### config.mk
export PLATFORM = sky130hd
export DESIGN_NAME = ccs_clk_select
export DESIGN_NICKNAME = d
export VERILOG_FILES = /design/src/rtl/ccs_pkg.sv /design/src/rtl/ccs_sync.sv /design/src/rtl/ccs_prescaler.sv /design/src/rtl/ccs_chan_sel.sv /design/src/rtl/ccs_clk_select.sv
export SDC_FILE = /design/constraint.sdc
export NUM_CORES = 1
export LEC_CHECK = 0
export ABC_AREA = 1
export ABC_CLOCK_PERIOD_IN_PS = 2300
export BUFFER_PORTS_ARGS = -buffer_cell sky130_fd_sc_hd__buf_2
export CORE_MARGIN = 10
export CORE_UTILIZATION = 25
export DETAILED_ROUTE_END_ITERATION = 16
export GPL_TIMING_DRIVEN = 0
export HOLD_SLACK_MARGIN = 0.12
export SLEW_MARGIN = 20
export SYNTH_ARGS = -nofsm -noshare
export SYNTH_HDL_FRONTEND = slang
export SYNTH_HIERARCHICAL = 1
export SYNTH_SLANG_ARGS = --single-unit
### constraint.sdc
create_clock -name clk -period 2.3 [get_ports clk]
set_input_delay 0.46 -clock clk [delete_from_list [all_inputs] [get_ports clk]]
set_output_delay 0.46 -clock clk [all_outputs]
set_load 0.03 [all_outputs]
### src/rtl/ccs_pkg.sv
package ccs_pkg;
  localparam int CODE_W    = 5;
  localparam int NUM_RATES = 5;

  localparam logic [CODE_W-1:0] C_PIN  = 5'd0;
  localparam logic [CODE_W-1:0] C_RING = 5'd6;
  localparam logic [CODE_W-1:0] C_EXT  = 5'd7;
  localparam logic [CODE_W-1:0] C_HIGH = 5'd8;
  localparam logic [CODE_W-1:0] C_LOW  = 5'd9;
  localparam logic [CODE_W-1:0] C_PAT  = 5'd10;
  localparam logic [CODE_W-1:0] C_BASE = 5'd11;

  typedef enum logic [2:0] {
    K_PIN, K_RATE, K_RING, K_EXT, K_HIGH, K_LOW, K_PAT, K_BASE
  } src_kind_e;

  function automatic src_kind_e decode_src(input logic [CODE_W-1:0] code,
                                           input logic ext);
    src_kind_e k;
    k = K_LOW;
    if (code == C_PIN)                       k = K_PIN;
    else if (code <= CODE_W'(NUM_RATES))     k = K_RATE;
    else if (code == C_RING)                 k = K_RING;
    else if (code == C_EXT)                  k = K_EXT;
    else if (ext) begin
      case (code)
        C_HIGH:  k = K_HIGH;
        C_LOW:   k = K_LOW;
        C_PAT:   k = K_PAT;
        C_BASE:  k = K_BASE;
        default: k = K_LOW;
      endcase
    end
    return k;
  endfunction
endpackage

### src/rtl/ccs_sync.sv
module ccs_sync #(
  parameter int W = 1
) (
  input  logic         clk,
  input  logic         rst_n,
  input  logic [W-1:0] d,
  output logic [W-1:0] q
);
  logic [W-1:0] meta_q;
  logic [W-1:0] stab_q;

  always_ff @(posedge clk or negedge rst_n) begin
    if (!rst_n) begin
      meta_q <= '0;
      stab_q <= '0;
    end else begin
      meta_q <= d;
      stab_q <= meta_q;
    end
  end

  assign q = stab_q;
endmodule

### src/rtl/ccs_prescaler.sv
module ccs_prescaler #(
  parameter int BASE_DIV  = 2,
  parameter int DECADES   = 4,
  parameter int DEC_RATIO = 10
) (
  input  logic           clk,
  input  logic           rst_n,
  output logic [DECADES:0] rate_stb
);
  localparam int BW = (BASE_DIV > 1) ? $clog2(BASE_DIV) : 1;
  localparam int DW = $clog2(DEC_RATIO);

  logic [BW-1:0] base_q, base_d;

  always_comb begin
    rate_stb[0] = (base_q == BW'(BASE_DIV-1));
    base_d      = rate_stb[0] ? '0 : base_q + 1'b1;
  end

  always_ff @(posedge clk or negedge rst_n) begin
    if (!rst_n) base_q <= '0;
    else        base_q <= base_d;
  end

  p_fast_gap_r5: assert property (@(posedge clk) disable iff (!rst_n)
    rate_stb[0] |=> !rate_stb[0]);

  for (genvar i = 1; i <= DECADES; i++) begin : g_dec
    logic [DW-1:0] dec_q, dec_d;
    logic          wrap;

    always_comb begin
      wrap        = (dec_q == DW'(DEC_RATIO-1));
      rate_stb[i] = rate_stb[i-1] && wrap;
      dec_d       = dec_q;
      if (rate_stb[i-1]) dec_d = wrap ? '0 : dec_q + 1'b1;
    end

    always_ff @(posedge clk or negedge rst_n) begin
      if (!rst_n) dec_q <= '0;
      else        dec_q <= dec_d;
    end

    p_nested_r5: assert property (@(posedge clk) disable iff (!rst_n)
      rate_stb[i] |-> rate_stb[i-1]);
  end
endmodule

### src/rtl/ccs_chan_sel.sv
module ccs_chan_sel
  import ccs_pkg::*;
(
  input  logic                 clk,
  input  logic                 rst_n,
  input  logic [CODE_W-1:0]    code,
  input  logic                 ext_mode,
  input  logic [NUM_RATES-1:0] rate_stb,
  input  logic                 pin_lvl,
  input  logic                 ring_lvl,
  input  logic                 ext_lvl,
  input  logic                 pat_lvl,
  output logic                 clk_en,
  output logic                 pin_oe,
  output logic                 pin_out
);
  src_kind_e  kind;
  logic [7:0] rate_pad;
  logic [2:0] ridx;
  logic       lvl, lvl_q, tick, en_q;

  always_comb begin
    kind     = decode_src(code, ext_mode);
    rate_pad = 8'(rate_stb);
    ridx     = code[2:0] - 3'd1;
    case (kind)
      K_PIN:   lvl = pin_lvl;
      K_RATE:  lvl = rate_pad[ridx];
      K_RING:  lvl = ring_lvl;
      K_EXT:   lvl = ext_lvl;
      K_HIGH:  lvl = 1'b1;
      K_PAT:   lvl = pat_lvl;
      K_BASE:  lvl = 1'b1;
      default: lvl = 1'b0;
    endcase
    case (kind)
      K_RATE:        tick = rate_pad[ridx];
      K_BASE:        tick = 1'b1;
      K_HIGH, K_LOW: tick = 1'b0;
      default:       tick = lvl & ~lvl_q;
    endcase
  end

  always_ff @(posedge clk or negedge rst_n) begin
    if (!rst_n) begin
      lvl_q <= 1'b0;
      en_q  <= 1'b0;
    end else begin
      lvl_q <= lvl;
      en_q  <= tick;
    end
  end

  assign clk_en  = en_q;
  assign pin_oe  = (kind != K_PIN);
  assign pin_out = pin_oe & lvl;

  p_level_quiet_r9: assert property (@(posedge clk) disable iff (!rst_n)
    (kind == K_LOW || kind == K_HIGH) |=> !clk_en);

  p_single_pulse_r10: assert property (@(posedge clk) disable iff (!rst_n)
    (clk_en && $past(clk_en)) |->
      ($past(kind) == K_BASE || $past(kind) != $past(kind, 2)));
endmodule

### src/rtl/ccs_clk_select.sv
module ccs_clk_select
  import ccs_pkg::*;
#(
  parameter int NUM_GRP    = 2,
  parameter int CH_PER_GRP = 3,
  parameter int CHAN_W     = $clog2(NUM_GRP*CH_PER_GRP),
  parameter int BASE_DIV   = 2,
  parameter int DEC_RATIO  = 10
) (
  input  logic                           clk,
  input  logic                           rst_n,
  input  logic                           ext_mode,
  input  logic                           wr_en,
  input  logic [CHAN_W-1:0]              wr_chan,
  input  logic [CODE_W-1:0]              wr_data,
  input  logic [CHAN_W-1:0]              rd_chan,
  output logic [CODE_W-1:0]              rd_data,
  input  logic [NUM_GRP*CH_PER_GRP-1:0]  clk_pin_in,
  input  logic [NUM_GRP-1:0]             ext_clk_in,
  input  logic                           pattern_in,
  input  logic [NUM_GRP*CH_PER_GRP-1:0]  cnt_out,
  output logic [NUM_GRP*CH_PER_GRP-1:0]  clk_en,
  output logic [NUM_GRP*CH_PER_GRP-1:0]  clk_pin_oe,
  output logic [NUM_GRP*CH_PER_GRP-1:0]  clk_pin_out
);
  localparam int NUM_CH  = NUM_GRP * CH_PER_GRP;
  localparam int SYNC_W  = NUM_CH + NUM_GRP + 1;
  localparam int DECADES = NUM_RATES - 1;

  logic [NUM_CH-1:0][CODE_W-1:0] code_q, code_d;
  logic                          wr_ok, rd_ok;
  logic [SYNC_W-1:0]             sync_q;
  logic [NUM_CH-1:0]             pin_s;
  logic [NUM_GRP-1:0]            ext_s;
  logic                          pat_s;
  logic [NUM_RATES-1:0]          rate_stb;

  // Source-code register file
  always_comb begin
    wr_ok  = wr_en && ({1'b0, wr_chan} < (CHAN_W+1)'(NUM_CH));
    rd_ok  = ({1'b0, rd_chan} < (CHAN_W+1)'(NUM_CH));
    code_d = code_q;
    if (wr_ok) code_d[wr_chan] = wr_data;
    rd_data = rd_ok ? code_q[rd_chan] : '0;
  end

  always_ff @(posedge clk or negedge rst_n) begin
    if (!rst_n) code_q <= '0;
    else        code_q <= code_d;
  end

  p_bad_write_r2: assert property (@(posedge clk) disable iff (!rst_n)
    (wr_en && !wr_ok) |=> $stable(code_q));

  // Asynchronous level inputs
  ccs_sync #(.W(SYNC_W)) u_sync (
    .clk   (clk),
    .rst_n (rst_n),
    .d     ({pattern_in, ext_clk_in, clk_pin_in}),
    .q     (sync_q)
  );

  assign pin_s = sync_q[NUM_CH-1:0];
  assign ext_s = sync_q[NUM_CH +: NUM_GRP];
  assign pat_s = sync_q[SYNC_W-1];

  ccs_prescaler #(
    .BASE_DIV  (BASE_DIV),
    .DECADES   (DECADES),
    .DEC_RATIO (DEC_RATIO)
  ) u_presc (
    .clk      (clk),
    .rst_n    (rst_n),
    .rate_stb (rate_stb)
  );

  for (genvar g = 0; g < NUM_GRP; g++) begin : g_grp
    for (genvar k = 0; k < CH_PER_GRP; k++) begin : g_ch
      localparam int C = g*CH_PER_GRP + k;
      localparam int P = (k > 0) ? C - 1
                       : ((g + NUM_GRP - 1) % NUM_GRP) * CH_PER_GRP + CH_PER_GRP - 1;

      ccs_chan_sel u_sel (
        .clk      (clk),
        .rst_n    (rst_n),
        .code     (code_q[C]),
        .ext_mode (ext_mode),
        .rate_stb (rate_stb),
        .pin_lvl  (pin_s[C]),
        .ring_lvl (cnt_out[P]),
        .ext_lvl  (ext_s[g]),
        .pat_lvl  (pat_s),
        .clk_en   (clk_en[C]),
        .pin_oe   (clk_pin_oe[C]),
        .pin_out  (clk_pin_out[C])
      );

      p_code_write_r2: assert property (@(posedge clk) disable iff (!rst_n)
        (wr_en && {1'b0, wr_chan} == (CHAN_W+1)'(C)) |=> code_q[C] == $past(wr_data));

      p_pin_drive_r4: assert property (@(posedge clk) disable iff (!rst_n)
        (code_q[C] != '0) |-> clk_pin_oe[C]);
    end
  end
endmodule

==> metrics.txt, run 1 <==
Layout area overhead 26.8%; syn_nets 840; Max Slew Vio Count 0; vias in the first global route between 4,000 and 5,000; Post-synth EDFFs 0; final hold slack 0.221 ns; worst path required time 1.84 ns; critical path class flip-flop to primary output; FF-to-FF Start u_presc/g_dec[1].dec_q[3]; layout cells sized above 1 0.285; Total Routing Usage GR 0.100; worst min path class input port to flip-flop; outcome complete, but fails checks; antenna violations before repair 2; Post-synth top cells nand2_1, inv_1, dfrtp_1; R2R setup slack 0.47 ns; Detailed Route WL between 10,000 and 15,000 µm; remaining antenna violation count after routing 0; detailed router's first-iteration violation count approximately 260; Peak supply drop 0.000345 V; largest net degree at the start of global routing 54; Ys Warns 6; WHS Path Cells 1; dominant synthesized flop cell dfrtp_1; post-layout net count between 900 and 1,000; static leakage 0.00364 µW; gp weighted congestion approximately 0.83; sequential share of the synthesized area 0.356; unrepaired setup endpoints after global routing yes; root buf cell clkbuf_16; mapped cell area 0.00541 mm²; total gr overflow 0; final hold vios 0; DRC Markers 0; synth top area cells dfrtp_1, nand2_1, inv_1, ha_1, nand3_1; Worst Hold Launch clk_pin_in[2]; critical-path maximum fanout 6; actual slew at the worst max-slew pin roughly 0.46 ns; # port buffers 51; cell count after placement 1,113; Power, Total between 5000 and 6000 µW; Clock Latency Late Sink between 0.3 and 0.4 ns; die area 0.0279 mm²; DR vias 5,037; CTS Sinks just under 80; Tmin final 2.64 ns; Final Skew 0.00489 ns; Worst R2R End g_grp[1].g_ch[2].u_sel/lvl_q; max cap viols 0; FFs w/ async S/R, synth 1.00; relative slew slack 0.692; post-DP HPWL 10,500 µm; failing checks negative setup slack; global-route wire length before repair between 20,000 and 25,000 µm; TritonCTS clock tree done; top-area cell type share of the netlist area 0.356; clock-pin slew on the worst setup and hold paths 0.06 ns; die width 167 µm; Worst Slack Setup Final -0.343 ns; clk buf depth 2; Fill cells about 2,200; WHS Endpoint u_sync/meta_q[2]; CTS buffer count 9; Setup WS pre-CTS -0.775 ns; final setup fails 6; period utilisation layout 1.15; DR WL/cell 12.2 µm; Finished Layout Cells roughly 1,200; Register Area 0.00194 mm²; vias per cell between 4 and 5; crit path capture type primary output; H-tree levels 3; Fmax achieved 0.378 GHz; #FFs+latches synth 77; multi-input logic area 0.00304 mm²; most numerous cell in the Yosys netlist nand2_1; Mapped Cells between 700 and 800; largest area contributor in the netlist dfrtp_1; row cnt 53; Pwr Density between 800 and 900 mW/mm²; Post-Route Utilization 0.324; synth unique cells 27; Die Y-Extent between 150 and 200 µm; R2R depth 11; critical path launch point type flip-flop; starting density of the core 0.256; arrival time worst endpoint around 2.2 ns; 1st-pass router iterations 4; Mapped Avg Cell Area 6.88 µm²; # IOs 53; core area around 0.021 mm²
[cell type report]
type,count,area share
antenna,1,0.000365
buffer,4,0.00547
clock buffer,13,0.0394
clock inverter,3,0.0131
inverter,140,0.0796
multi-input combinational,565,0.444
sequential,77,0.282
tap,275,0.0502
timing repair buffer,87,0.0858
[state kept, by name, summed over array words and instances, names as in the netlist]
register,flops
g_grp.g_ch.u_sel/clk_en,6
u_sync/meta_q,9
g_grp.g_ch.u_sel/lvl_q,6
u_presc/g_dec.dec_q,16
u_sync/q,9
u_presc/base_q,1
code_q,30
[worst max path at each step]
stage	from	end	slack [ns]	cells after the start
floorplan	u_presc/g_dec[1].dec_q[1]	clk_pin_out[4]	0.02	11
global placement	u_presc/g_dec[1].dec_q[1]	clk_pin_out[0]	-0.79	12
detailed placement	u_presc/g_dec[1].dec_q[1]	clk_pin_out[3]	-0.78	12
CTS	u_presc/g_dec[2].dec_q[2]	clk_pin_out[4]	-0.36	14
global route	code_q[25]	clk_pin_out[5]	-0.48	17
finish	u_presc/g_dec[1].dec_q[1]	clk_pin_out[4]	-0.34	14
[worst max-delay path, stage by stage (launching register included)]
cell and delay [ns]:
dfrtp_1 0.38, inv_1 0.08, nand3_2 0.09, nor2_4 0.15
nand3_4 0.12, clkinvlp_4 0.20, nand2_1 0.07, nand2_1 0.07
nand3b_1 0.11, a21oi_2 0.18, a31oi_2 0.07, nand2_2 0.10
nand2_2 0.05, inv_2 0.05, buf_6 0.12
[kinds of logic (layout without fill, tap and decap cells)]
family,Yosys count,count (layout),share of synthesized area
XOR/XNOR,11,11,0.0178
adder cells (fa/ha/maj),24,24,0.0555
other,0,1,0
AO/OA/AOI/OAI,91,91,0.0990
flip-flops,77,77,0.356
AND/OR/NAND/NOR,439,439,0.365
buffers and inverters,144,247,0.106
[stage by stage]
| stage | cell area [µm²] | setup TNS (ns) |
|---|---|---|
| finish | 6860 | -1.93 |
| global route | 6850 | -2.78 |
| CTS | 6680 | -2.13 |
| detailed placement | 6040 | -5.58 |
| global placement | 6010 | -5.74 |
| floorplan | 5410 | 0 |
[report_power, final]
group          leakage (µW)  switching (µW)  internal [µW]  total (µW)
registers          0.000960             173           1560        1730
logic               0.00251            1360            790        2150
clock network      0.000176             566           1150        1720
total               0.00364            2100           3500        5600
[metal layers]
metal / up-vias / share of wire / GRT usage
met5: - / 0.00057 / 0
li1: 2667 / - / -
met2: 73 / 0.45 / 0.157
met4: 2 / 0.017 / 0.0386
met1: 2280 / 0.49 / 0.133
met3: 15 / 0.047 / 0.0200
[layout by cell type, fill, tap and decap left out, types with 2 or more instances in the layout]
cell type  count
nand2_1      241
inv_1        105
dfrtp_1       70
nand3_1       53
nand2_2       53
buf_2         44
buf_4         37
nor2_1        37
inv_2         27
nand4_1       27
o21ai_1       25
a21oi_2       24
o21ai_0       21
ha_1          21
a21oi_1       13
nor2_2        12
xor2_1        11
clkbuf_16      9
buf_6          8
dfrtp_2        7
inv_4          6
nand3b_1       6
nor2_4         5
a31oi_2        4
bufinv_16      3
clkbuf_8       3
ha_2           3
a31oi_1        2
nand2_4        2
[repair_timing]
| action | 4_1_cts | 5_1_grt |
|---|---|---|
| resized for setup | 35 | 35 |
| hold buffers | 1 | 0 |
| pin swaps | 24 | 34 |
| endpoints found under the setup margin | 18 | 6 |
| hold endpoints to repair | 24 | 0 |
| gates cloned | 0 | 0 |
| setup buffers | 22 | 12 |
(Power assumes the default switching activity.)
==> run 2, diff against run 1 <==
- RECOVER_POWER: unset -> 50
- TNS_END_PERCENT: unset -> 1
==> run 2 against run 1 <==
  * The run still ends with negative setup slack left
  * Cell area is 1.0% lower
  * Wire length is 0.58% lower
  * Non-clock buffer count is 3 lower
  * Via count hardly changed
  * Register-to-register slack better by 0.05 ns
  * Utilization is 0.33 points lower
  * First-iteration DRC count is 18% lower
  * Sequential share of layout area is 0.29 points higher
  * Maximum frequency is 0.25% higher
  * Combinational power is 2% lower
  * Largest cell class unchanged
==> metrics.txt, run 2 (synthesis gave the netlist of run 1 again) <==
DRC Markers 0 (unchanged); Die Y-Extent 167 µm (unchanged); Max Slew Vio Count 0 (unchanged); Worst path top cell family by delay simple AND/OR/NAND/NOR gates; vias in the first global route 4,828 (-0.021%); H-tree levels 3 (unchanged); total gr overflow 0 (unchanged); die area 0.0279 mm² (unchanged); R2R setup slack 0.52 ns (+0.05 ns); Power, Total 5560 µW (-0.71%); Switch Pwr 2090 µW (-0.66%); CP bufs+invs 2 (-2); die width 167 µm (unchanged); Tmin final 2.64 ns (-0.00669 ns); Fin Setup TNS -1.95 ns (-0.0195 ns); WHS Endpoint u_sync/meta_q[1]; max reg flops 30 (unchanged); DR WL/cell 12.1 µm (-0.32%); Max stage delay on crit path 0.38 ns (about the same); Clock Latency Late Sink 0.34 ns (about the same); Detailed Route WL 14,100 µm (-0.58%); wl on met1 7020 µm (+1.3%); worst path required time 1.84 ns (about the same); Pwr Density 819 mW/mm² (+0.31%); root buf cell clkbuf_16; Fmax achieved 0.379 GHz (+0.25%); Most flops, register code_q; # port buffers 51 (unchanged); clk buf depth 2 (unchanged); detailed router's first-iteration violation count 214 (-18%); failing checks negative setup slack; outcome complete, but fails checks; critical-path maximum fanout 7 (+1); CTS Sinks 77 (unchanged); Clk pwr share 0.310 (+0.003); antenna violations before repair 2 (unchanged); final setup fails 6 (unchanged); remaining antenna violation count after routing 0 (unchanged); Top Metal Used met5; worst min path class input port to flip-flop; critical path class flip-flop to primary output; Final Skew 0.00522 ns (+0.000336 ns); Worst R2R End g_grp[1].g_ch[0].u_sel/clk_en; Int Pwr 3470 µW (-0.74%); WHS Path Cells 1 (unchanged); most frequent CP cell nand2_1; relative slew slack 0.525 (-0.167); most frequent cells in the layout nand2_1, inv_1, dfrtp_1; commonest non-fill, non-tap cell in the layout nand2_1; Setup WS pre-CTS -0.775 ns (unchanged); met3 WL post-DR 551 µm (-16%); arrival time worst endpoint 2.18 ns (about the same); layout cells sized above 1 0.262 (-0.0227); global-route wire length before repair 23,200 µm (-0.12%); Flop pwr share 0.311 (+0.002); starting density of the core 0.256 (unchanged); critical path launch point type flip-flop; TritonCTS clock tree done; post-DP HPWL 10,500 µm (unchanged); vias per cell 4.33 (+0.24%); clock-pin slew on the worst setup and hold paths 0.06 ns (about the same); post-layout net count 935 (-0.32%); period utilisation layout 1.15 (-0.00291); final hold slack 0.220 ns (-0.00101 ns); switching part of the total 0.376 (about the same); multi-input logic area 0.00300 mm² (-1.3%); gp weighted congestion 0.834 (unchanged); DR vias 5,036 (-0.020%); Total Routing Usage GR 0.100 (about the same); Register Area 0.00194 mm² (unchanged); final hold vios 0 (unchanged); Layout area overhead 25.5%; row cnt 53 (unchanged); FF-to-FF Start u_presc/g_dec[1].dec_q[1]; met2 WL 6250 µm (-1.3%); core area 0.0212 mm² (unchanged); Fill cells 2,251 (+0.49%); actual slew at the worst max-slew pin 0.713 ns (+0.251 ns); CTS buffer count 9 (unchanged); Peak supply drop 0.000344 V (-0.20%); Comb pwr share 0.379 (-0.006); crit path cell chain nand2_1 -> nor2_4 -> nand2_4 -> nor2_8 -> a21oi_1 -> nand2_1 -> nand3b_1 -> a21oi_1 -> a31oi_1 -> nand2_2 -> nand2_1 -> inv_1 -> buf_6; # IOs 53 (unchanged); Worst Slack Setup Final -0.336 ns (+0.00669 ns); static leakage 0.00362 µW (-0.73%); crit path capture type primary output; R2R depth 10 (-1); max cap viols 0 (unchanged); Worst path slowest cell dfrtp_1; unrepaired setup endpoints after global routing yes; 1st-pass router iterations 4 (unchanged); biggest regs code_q x30, u_presc/g_dec.dec_q x16; largest net degree at the start of global routing 54 (unchanged); Worst Hold Launch clk_pin_in[1]
-- run 2: metrics by stage --
step / utilization / instance area, µm² / cells
2_1_floorplan: - / 5410 / 786
3_3_place_gp: 0.284 / 6010 / 1112
3_5_place_dp: 0.285 / 6040 / 1113
4_1_cts: 0.315 / 6670 / 1151
5_1_grt: 0.321 / 6780 / 1161
6_report: 0.321 / 6790 / 1162
-- run 2: area by class of cell --
class | instances | area share
multi-input cells | 565 | 0.443
diodes | 1 | 0.000369
flip-flops and latches | 77 | 0.285
plain buffers | 4 | 0.00553
inverters | 140 | 0.0804
well taps | 275 | 0.0507
repair buffers | 84 | 0.0820
clock buffers | 13 | 0.0398
clock inverters | 3 | 0.0133
-- run 2: timing repair --
item	in CTS	in global routing
cloned	0	0
pin swaps	24	20
buffers inserted	21	10
gates resized for setup	35	28
setup endpoints to repair	18	6
hold endpoints to repair	24	0
hold buffers	1	0
-- run 2: power by group through the flow --
stage | clock (µW) | sequential, µW | combinational [µW]
floorplan | 0 | 1780 | 1380
global placement | 0 | 1760 | 1860
detailed placement | 0 | 1770 | 1880
CTS | 1760 | 1720 | 2060
global route | 1810 | 1760 | 2390
finish | 1720 | 1730 | 2110
-- run 2: how the worst max path moves through the flow --
stage,from,to,slack [ns],cells after the start
3_5_place_dp,u_presc/g_dec[1].dec_q[1],clk_pin_out[3],-0.78,12
2_1_floorplan,u_presc/g_dec[1].dec_q[1],clk_pin_out[4],0.02,11
5_1_grt,u_presc/g_dec[3].dec_q[1],clk_pin_out[3],-0.48,12
3_3_place_gp,u_presc/g_dec[1].dec_q[1],clk_pin_out[0],-0.79,12
6_report,u_presc/base_q,clk_pin_out[2],-0.34,13
4_1_cts,u_presc/g_dec[2].dec_q[2],clk_pin_out[4],-0.36,14
-- run 2: metal layers --
layer  vias up  GRT usage
met5         -          0
met4         2     0.0386
met3        17     0.0200
met2        71      0.156
met1      2288      0.133
li1       2658          -
==> run 3, diff against run 2 <==
- ABC_CLOCK_PERIOD_IN_PS: 2300 -> 3400
- clock period: 2.3 -> 3.4 ns (I/O delays scaled with it)
==> run 3 against run 2 <==
  * The flow now finishes without violations
  * Critical path depth is 1 higher
  * Power is 35% lower
  * First-iteration DRC count is 16% higher
  * Sequential share of layout area is 1.5 points higher
  * Largest power group unchanged
==> metrics.txt, run 3 (synthesis gave the netlist of run 1 again) <==
outcome finished clean; gp weighted congestion 0.834 (unchanged); core area 0.0212 mm² (unchanged); period utilisation layout 0.924; max reg flops 30 (unchanged); CTS buffer count 9 (unchanged); Fill cells 2,270 (+0.84%); final setup fails 0 (-6); critical path class flip-flop to primary output; critical-path maximum fanout 9 (+2); layout cells sized above 1 0.203 (-0.0588); DRC Markers 0 (unchanged); worst path required time 2.72 ns (+0.88 ns); actual slew at the worst max-slew pin 1.39 ns (+0.676 ns); Clock Latency Late Sink 0.34 ns (about the same); Tmin final 3.14 ns; Fin Setup TNS 0 ns (+1.95 ns); # port buffers 51 (unchanged); Peak supply drop 0.000246 V (-28%); final hold vios 0 (unchanged); Finished Layout Cells 1,133 (-2.5%); relative slew slack 0.0740 (-0.451); crit path capture type primary output; CTS Sinks 77 (unchanged); die area 0.0279 mm² (unchanged); gr busiest metal met2; 1st-pass router iterations 4 (unchanged); remaining antenna violation count after routing 0 (unchanged); vias in the first global route 4,666 (-3.4%); arrival time worst endpoint 2.46 ns (+0.28 ns); Max stage delay on crit path 0.38 ns (about the same); crit path cell chain inv_1 -> nand2_1 -> nor2_1 -> nand3_4 -> clkinvlp_4 -> nand2_1 -> nand2_1 -> nand3b_1 -> a21oi_1 -> a31oi_1 -> nand2_2 -> nand2_1 -> inv_1 -> buf_2; TritonCTS clock tree done; most frequent CP cell nand2_1; vias per cell 4.35 (+0.46%); final hold slack 0.346 ns (+0.127 ns); global-route wire length before repair 22,600 µm (-2.6%); total gr overflow 0 (unchanged); max cap viols 0 (unchanged); clock-pin slew on the worst setup and hold paths 0.06 ns (about the same); Detailed Route WL 13,700 µm (-2.6%); met3 Track Usage GR 0.0200 (unchanged); post-layout net count 906 (-3.1%); commonest non-fill, non-tap cell in the layout nand2_1; cell count after placement 1,113 (unchanged); Fmax achieved 0.318 GHz; detailed router's first-iteration violation count 248 (+16%); Final Skew 0.00645 ns (+0.00123 ns); antenna violations before repair 2 (unchanged); largest net degree at the start of global routing 54 (unchanged); root buf cell clkbuf_16; biggest regs code_q x30, u_presc/g_dec.dec_q x16; worst min path class flip-flop to flip-flop; post-DP HPWL 10,500 µm (unchanged); unrepaired setup endpoints after global routing no; Most flops, register code_q; die width 167 µm (unchanged); starting density of the core 0.256 (unchanged); critical path launch point type flip-flop; Worst path slowest cell dfrtp_1; H-tree levels 3 (unchanged); most frequent cells in the layout nand2_1, inv_1, dfrtp_1; DR WL/cell 12.1 µm (-0.14%); Layout area overhead 18.6%; met1 Use GR 0.131 (-0.00167); Max Slew Vio Count 0 (unchanged); DR vias 4,933 (-2.0%); # IOs 53 (unchanged); static leakage 0.00348 µW (-3.8%); row cnt 53 (unchanged); clk buf depth 2 (unchanged); Pwr Density 562 mW/mm² (-31%); met2 Use GR 0.151 (-0.00553); Total Routing Usage GR 0.0981 (-0.00231); Die Y-Extent 167 µm (unchanged)
-- run 3: cell types whose count changed in the layout (fill, tap and decap cells not counted), sizes merged --
cell	before	now
dlygate4sd3	1	0
clkbuf	17	15
inv	138	133
clkinv	1	6
buf	83	57
-- run 3: worst paths after layout --
kind / from / cells after the start / endpoint / slack, ns
worst max-delay path: u_presc/g_dec[3].dec_q[1] / 14 / clk_pin_out[4] / 0.26
max in group asynchronous: rst_n / 2 / code_q[2] / 0.75
worst min-delay path: u_sync/meta_q[5] / 0 / u_sync/q[5] / 0.35
worst max register to register: u_presc/g_dec[3].dec_q[1] / 11 / g_grp[1].g_ch[1].u_sel/clk_en / 1.48
min in group asynchronous: rst_n / 1 / u_sync/q[1] / 0.65
worst min register to register: u_sync/meta_q[5] / 0 / u_sync/q[5] / 0.35
-- run 3: final cells by class --
class / instances / area [µm²] / area share
Sequential cell: 77 / 1930 / 0.300
Inverter: 140 / 539 / 0.0841
Timing Repair Buffer: 55 / 282 / 0.0439
Clock inverter: 3 / 90.1 / 0.0140
Tap cell: 275 / 344 / 0.0537
Clock buffer: 13 / 270 / 0.0421
Buffer: 4 / 37.5 / 0.00585
Antenna cell: 1 / 2.50 / 0.000390
Multi-Input combinational cell: 565 / 2920 / 0.455
-- run 3: power by group --
part	switching (µW)	total (µW)	leakage, µW	internal [µW]
Combinational	855	1260	0.00234	407
Clock	384	1160	0.000176	778
Sequential	128	1180	0.000968	1050
Total	1370	3600	0.00348	2230
-- run 3: what timing repair did --
item / in CTS / in global routing
pin swaps: 0 / 1
hold buffers: 0 / 0
buffers inserted: 0 / 3
resized for setup: 4 / 0
endpoints found under the setup margin: 6 / 4
cloned: 0 / 0
hold endpoints to repair: 0 / 0
-- run 3: metal layers --
layer,share of wire,vias up
met5,0.00058,-
met4,0.017,2
met3,0.044,15
met2,0.44,72
met1,0.50,2245
li1,-,2599
-- run 3: critical path, delay by kind of cell, from the launching register on --
| kind | cells | cell delay, ns |
|---|---|---|
| compound gates | 2 | 0.27 |
| simple gates | 8 | 0.90 |
| flops | 1 | 0.38 |
| buf+inv | 4 | 0.56 |
-- run 3: per-stage QoR --
| stage | power (µW) | cell area, µm² | util | setup slack, ns |
|---|---|---|---|---|
| 3_3_place_gp | 2450 | 6010 | 0.284 | 0.0925 |
| 2_1_floorplan | 2140 | 5410 | - | 0.896 |
| 4_1_cts | 3650 | 6420 | 0.303 | 0.0880 |
| 6_report | 3600 | 6410 | 0.303 | 0.259 |
| 5_1_grt | 3870 | 6410 | 0.303 | 0.0500 |
| 3_5_place_dp | 2470 | 6040 | 0.285 | 0.105 |
